File: src/rtl/vc_split_pkg.sv
`timescale 1ns/1ps
package vc_split_pkg;
  localparam int VC_W   = 2;
  localparam int NUM_CH = 1 << VC_W;
  localparam int DEST_W = 8;
  localparam int TYPE_W = DEST_W - VC_W;

  // strobes from control to datapath, one bit per channel
  typedef struct packed {
    logic [NUM_CH-1:0] load;
    logic [NUM_CH-1:0] drop;
  } splitStrobe_t;
endpackage

File: src/rtl/vc_split_ctrl.sv
`timescale 1ns/1ps
module vc_split_ctrl
  import vc_split_pkg::*;
#(
  parameter logic [NUM_CH-1:0] CH_EN = '1
) (
  input  logic              clk,
  input  logic              rstN,
  input  logic              sTvalid,
  input  logic              sTlast,
  input  logic [VC_W-1:0]   sTvc,
  input  logic [NUM_CH-1:0] sliceReady,
  output logic              sTready,
  output splitStrobe_t      strb,
  output logic              destErr
);
  logic            locked;
  logic [VC_W-1:0] lockVc;
  logic [VC_W-1:0] selVc;
  logic            selEn;
  logic            accept;

  // channel follows the lock inside a packet, the tag otherwise
  assign selVc   = locked ? lockVc : sTvc;
  assign selEn   = CH_EN[selVc];
  assign sTready = selEn ? sliceReady[selVc] : 1'b1;
  assign accept  = sTvalid & sTready;

  always_comb begin
    strb = '0;
    for (int ch = 0; ch < NUM_CH; ch++) begin
      strb.load[ch] = accept && selEn  && (selVc == VC_W'(ch));
      strb.drop[ch] = accept && !selEn && (selVc == VC_W'(ch));
    end
  end

  always_ff @(posedge clk) begin
    if (!rstN) begin
      locked  <= 1'b0;
      lockVc  <= '0;
      destErr <= 1'b0;
    end else if (accept) begin
      locked <= !sTlast;
      lockVc <= selVc;
      if (locked && (sTvc != lockVc)) destErr <= 1'b1;
    end
  end
endmodule

File: src/rtl/vc_split_dpath.sv
`timescale 1ns/1ps
module vc_split_dpath
  import vc_split_pkg::*;
#(
  parameter int DATA_W = 16,
  parameter int USER_W = 1,
  parameter int CNT_W  = 8
) (
  input  logic                                 clk,
  input  logic                                 rstN,
  input  splitStrobe_t                         strb,
  input  logic [DATA_W-1:0]                    sTdata,
  input  logic [USER_W-1:0]                    sTuser,
  input  logic                                 sTlast,
  input  logic [TYPE_W-1:0]                    sTtype,
  input  logic [NUM_CH-1:0]                    mTready,
  output logic [NUM_CH*(DATA_W+USER_W+1)-1:0]  mTdata,
  output logic [NUM_CH*TYPE_W-1:0]             mTtype,
  output logic [NUM_CH-1:0]                    mTlast,
  output logic [NUM_CH-1:0]                    mTvalid,
  output logic [NUM_CH-1:0]                    sliceReady,
  output logic [NUM_CH*CNT_W-1:0]              dropCount
);
  localparam int WORD_W = DATA_W + USER_W + 1;

  logic [WORD_W-1:0] inWord;
  assign inWord = {sTlast, sTuser, sTdata};

  for (genvar ch = 0; ch < NUM_CH; ch++) begin : gSlice
    logic              vReg;
    logic [WORD_W-1:0] wordReg;
    logic [TYPE_W-1:0] typeReg;
    logic              lastReg;
    logic [CNT_W-1:0]  cntReg;

    assign sliceReady[ch] = !vReg || mTready[ch];

    always_ff @(posedge clk) begin
      if (!rstN) begin
        vReg   <= 1'b0;
        cntReg <= '0;
      end else begin
        if (strb.load[ch])    vReg <= 1'b1;
        else if (mTready[ch]) vReg <= 1'b0;
        if (strb.drop[ch] && (cntReg != '1)) cntReg <= cntReg + 1'b1;
      end
    end

    always_ff @(posedge clk) begin
      if (strb.load[ch]) begin
        wordReg <= inWord;
        typeReg <= sTtype;
        lastReg <= sTlast;
      end
    end

    assign mTvalid[ch]                     = vReg;
    assign mTdata[ch*WORD_W +: WORD_W]     = wordReg;
    assign mTtype[ch*TYPE_W +: TYPE_W]     = typeReg;
    assign mTlast[ch]                      = lastReg;
    assign dropCount[ch*CNT_W +: CNT_W]    = cntReg;
  end
endmodule

File: src/rtl/vc_stream_splitter.sv
`timescale 1ns/1ps
module vc_stream_splitter
  import vc_split_pkg::*;
#(
  parameter int                DATA_W = 16,
  parameter int                USER_W = 1,
  parameter int                CNT_W  = 8,
  parameter logic [NUM_CH-1:0] CH_EN  = '1
) (
  input  logic                                clk,
  input  logic                                rstN,
  input  logic [DATA_W-1:0]                   sTdata,
  input  logic [DEST_W-1:0]                   sTdest,
  input  logic [USER_W-1:0]                   sTuser,
  input  logic                                sTlast,
  input  logic                                sTvalid,
  output logic                                sTready,
  output logic [NUM_CH*(DATA_W+USER_W+1)-1:0] mTdata,
  output logic [NUM_CH*TYPE_W-1:0]            mTtype,
  output logic [NUM_CH-1:0]                   mTlast,
  output logic [NUM_CH-1:0]                   mTvalid,
  input  logic [NUM_CH-1:0]                   mTready,
  output logic [NUM_CH*CNT_W-1:0]             dropCount,
  output logic                                destErr
);
  splitStrobe_t      strb;
  logic [NUM_CH-1:0] sliceReady;

  vc_split_ctrl #(.CH_EN(CH_EN)) uCtrl (
    .clk        (clk),
    .rstN       (rstN),
    .sTvalid    (sTvalid),
    .sTlast     (sTlast),
    .sTvc       (sTdest[VC_W-1:0]),
    .sliceReady (sliceReady),
    .sTready    (sTready),
    .strb       (strb),
    .destErr    (destErr)
  );

  vc_split_dpath #(.DATA_W(DATA_W), .USER_W(USER_W), .CNT_W(CNT_W)) uDpath (
    .clk        (clk),
    .rstN       (rstN),
    .strb       (strb),
    .sTdata     (sTdata),
    .sTuser     (sTuser),
    .sTlast     (sTlast),
    .sTtype     (sTdest[DEST_W-1:VC_W]),
    .mTready    (mTready),
    .mTdata     (mTdata),
    .mTtype     (mTtype),
    .mTlast     (mTlast),
    .mTvalid    (mTvalid),
    .sliceReady (sliceReady),
    .dropCount  (dropCount)
  );
endmodule

File: config.mk
export PLATFORM = sky130hd
export DESIGN_NAME = vc_stream_splitter
export DESIGN_NICKNAME = d
export VERILOG_FILES = /design/src/rtl/vc_split_pkg.sv /design/src/rtl/vc_split_ctrl.sv /design/src/rtl/vc_split_dpath.sv /design/src/rtl/vc_stream_splitter.sv
export SDC_FILE = /design/constraint.sdc
export NUM_CORES = 1
export LEC_CHECK = 0
export ABC_CLOCK_PERIOD_IN_PS = 7900
export CAP_MARGIN = 20
export CORE_AREA = 2 2 124 126
export DETAILED_ROUTE_END_ITERATION = 16
export DIE_AREA = 0 0 126 128
export DONT_BUFFER_PORTS = 1
export SYNTH_ARGS = -nofsm -noshare
export SYNTH_HDL_FRONTEND = slang
export SYNTH_HIERARCHICAL = 1
export SYNTH_SLANG_ARGS = --single-unit
File: constraint.sdc
create_clock -name clk -period 7.9 [get_ports clk]
set_input_delay 2.37 -clock clk [delete_from_list [all_inputs] [get_ports clk]]
set_output_delay 2.37 -clock clk [all_outputs]
set_load 0.02 [all_outputs]
==> impl_results.md <==
* Async set-reset flop share out of synthesis at 0%
* RSZ-0062 raised after global routing: no
* Count leader, synth: edfxtp_1
* Crit-path max FO at 7
* DRC at 0
* Cell variety after synth at 48
* Mapped cell area at between 0.005 and 0.006 mm²
* Cells on worst reg2reg path at 6
* Post-layout util at 38.9%
* Clock network fraction of total power at 46.4%
* Sw Share at 23.4%
* Reported net switching power at 395 µW
* Max stage delay cell, worst path: o32a_1
* CP Capture Type: primary output
* Initial Utilization at 34.1%
* Crit path from: mTready[0]
* Placeable Area at 0.0149 mm²
* Critical path destination: sTready
* First-pass GRT wire length at approximately 16 mm
* Die area at roughly 0.016 mm²
* Gr ovfl total at 0
* CP Cell Sequence: nand2b_1, nor2_1, o32a_1, o2bb2ai_4
* Register area share after synthesis at 72.7%
* Clock slew at reported path FFs at 0.06 ns
* Top Family by Delay on Critical Path: compound AO/OA/AOI/OAI gates
* GP Congestion at 0.799
* Post-synth top area cell: edfxtp_1
* Resized Gates After CTS at 0
* Fmax at roughly 0.18 GHz
* Reg2Reg Setup Slack at about 5.3 ns
* HP Start: uDpath/gSlice[2].cntReg[5]
* Hold-fix buffers, CTS at 0
* Setup TNS at 0 ns
* Skew final at 0.00552 ns
* Critical path arrival at between 3 and 4 ns
* Initial antenna violation count at 0
* Seq pwr share at 50.6%
* Via density per instance at 5.17
* Comb power frac at 3.0%
* Vias in the first global route at 2790
* Area Overhead vs Synth at 14.2%
* Outcome: finished, final reports clean
* Power Density at 291 mW/mm²
* Worst slew margin at 53.3%
* Synth top cells by count: edfxtp_1, dfxtp_1, nand2_1
* Reg2reg start: uCtrl/locked
* Share of cells above drive strength 1 at about an eighth
* Ranking of synthesized cells by area: edfxtp_1, dfxtp_1, mux2i_1
* Crit-path max cell delay at 0.32 ns
* H-Tree Depth at 4
* Post-synth EDFFs at 96
* Largest net degree at the start of global routing at 34
* Top FF cell, synth: edfxtp_1
* Max Cap Viol at 0
* Remaining antenna violation count after routing at 0
* Worst-Skew Late Latency at 0.41 ns
* Total global-route track usage at between 10 and 15%
* Data required, critical path at around 5.5 ns
* Clk root buf: clkbuf_16
* # fillers at 1404
* Synthesized instance count at 348
* Final net count at 386
* Drt pass-1 iters at 4
* Startpoint types: input port
* WL per Instance at 18.5 µm
* Maximum vdd ir drop at 127 µV
* Vias post-DR at 2843
* Final setup fails at 0
* Slew Limit Fails at 0
* HP Class: register to register
* DPL Wire Length at approximately 7 mm
* Die height at 128 µm
* Syn. warnings at 6
* Min Clock Period, post-route at 5.56 ns
* Final WL at 10.2 mm
* Yosys reg bits at roughly 140
* CTS Buf Count at 17
* Post-CTS Setup Bufs at 0
* TritonCTS clock tree: done
* CTS Sinks at 136
* Row cnt at 45
* Worst path depth at 4
* Buffers on Ports at 0
* Average size of a mapped cell at 14.6 µm²
* Final Hold Vio Count at 0
* Slew at the pin closest to its max-slew limit at 0.699 ns
* Worst reg2reg path endpoint: uDpath/gSlice[0].typeReg[2]
* Int Pwr at 1290 µW
* # IOs at 171
* Setup CP Type: input port to primary output
* Tcrit/Tclk final at between 70% and 80%
* Diodes inserted at 0
* Lkg Pwr at 0.00192 µW
* Drt first-iter violations at 196
* Clk buf depth at 2
* Top-area cell type share of the netlist area at between 50% and 60%
* Critical path buffers and inverters at 0
* Die W at 126 µm
==> through the flow <==
| stage | cells | hold WS [ns] | total power, µW | setup WS [ns] | area [µm²] |
|---|---|---|---|---|---|
| after floorplan | 351 | 0.464 | 907 | 1.41 | 5070 |
| after global placement | 518 | 0.574 | 916 | 2.37 | 5190 |
| after detailed placement | 518 | 0.595 | 919 | 2.35 | 5190 |
| after CTS | 550 | 0.605 | 1710 | 2.34 | 5780 |
| after global routing | 550 | 0.636 | 1750 | 2.29 | 5780 |
| final | 550 | 0.605 | 1680 | 2.34 | 5780 |
==> power by group through the flow <==
stage / combinational, µW / sequential (µW) / clock [µW]
6_report: 50.7 / 852 / 781
5_1_grt: 57.9 / 855 / 836
4_1_cts: 52.1 / 852 / 806
3_5_place_dp: 51.7 / 867 / 0
3_3_place_gp: 49.6 / 866 / 0
2_1_floorplan: 50.2 / 857 / 0
==> state kept, by name, indices dropped and copies added (netlist names) <==
| name | cells |
|---|---|
| uDpath/gSlice.wordReg | 72 |
| uDpath/gSlice.typeReg | 24 |
| uCtrl/lockVc | 2 |
| uCtrl/destErr | 1 |
| uDpath/gSlice.cntReg | 32 |
| uDpath/gSlice.vReg | 4 |
| uCtrl/locked | 1 |
==> layout by cell type (no fill, tap or decap), drive strengths merged, types with 2 or more instances in the layout <==
cell / synthesis / final
edfxtp: 96 / 96
dfxtp: 40 / 40
nand2: 26 / 26
a21oi: 21 / 21
clkbuf: 5 / 17
inv: 10 / 17
nand2b: 13 / 13
mux2i: 12 / 12
and3: 9 / 9
and4: 9 / 9
nor3: 9 / 9
a31oi: 7 / 7
o21ai: 7 / 7
nor2: 7 / 7
a311oi: 6 / 6
nand4: 6 / 6
nand3: 6 / 6
a21boi: 5 / 5
clkinvlp: 0 / 4
conb: 1 / 4
a211oi: 4 / 4
ha: 4 / 4
buf: 20 / 4
o21bai: 3 / 3
a2111oi: 3 / 3
bufinv: 0 / 2
xnor2: 2 / 2
or4: 2 / 2
nor2b: 2 / 2
clkinv: 0 / 2
==> kinds of logic after synthesis <==
group | after synthesis | synth area share [%]
flops | 136 | 72.7
simple gates | 93 | 10.5
buf+inv | 35 | 4.00
other cells | 1 | 0.0741
compound gates | 64 | 8.77
fa+ha+maj | 4 | 0.988
mux | 13 | 2.59
xor+xnor | 2 | 0.346
==> metal layers <==
layer  share of wire [%]  track usage [%]  up-vias
met1                  40             13.9     1353
met4                 1.0             4.52        0
met3                  12             7.97       10
met2                  47             19.6      161
li1                    -                -     1319
met5                   0                0        -
==> worst min path at each step <==
stage               cells after the start  slack, ns                    endpoint
floorplan                               2       0.46       uDpath/gSlice[3].vReg
finish                                  2       0.60  uDpath/gSlice[2].cntReg[5]
global route                            2       0.64  uDpath/gSlice[0].cntReg[1]
global placement                        2       0.57  uDpath/gSlice[3].cntReg[1]
CTS                                     2       0.61  uDpath/gSlice[1].cntReg[1]
detailed placement                      2       0.60  uDpath/gSlice[2].cntReg[5]
==> cell type report <==
type / instances / area [µm²] / area share (%)
multi-input cells: 180 / 1200 / 20.8
clock buffers: 17 / 425 / 7.36
inverters: 10 / 37.5 / 0.649
repair buffers: 4 / 30.0 / 0.519
flip-flops and latches: 136 / 3680 / 63.7
well taps: 188 / 235 / 4.07
clock inverters: 15 / 166 / 2.88
==> tightest hold or removal path: cells and delay by family (launching register included) <==
family	cells	cell delay [ns]
simple gates	1	0.09
flops	1	0.41
mux	1	0.05
Note: power is estimated with default switching activity, not from simulation.
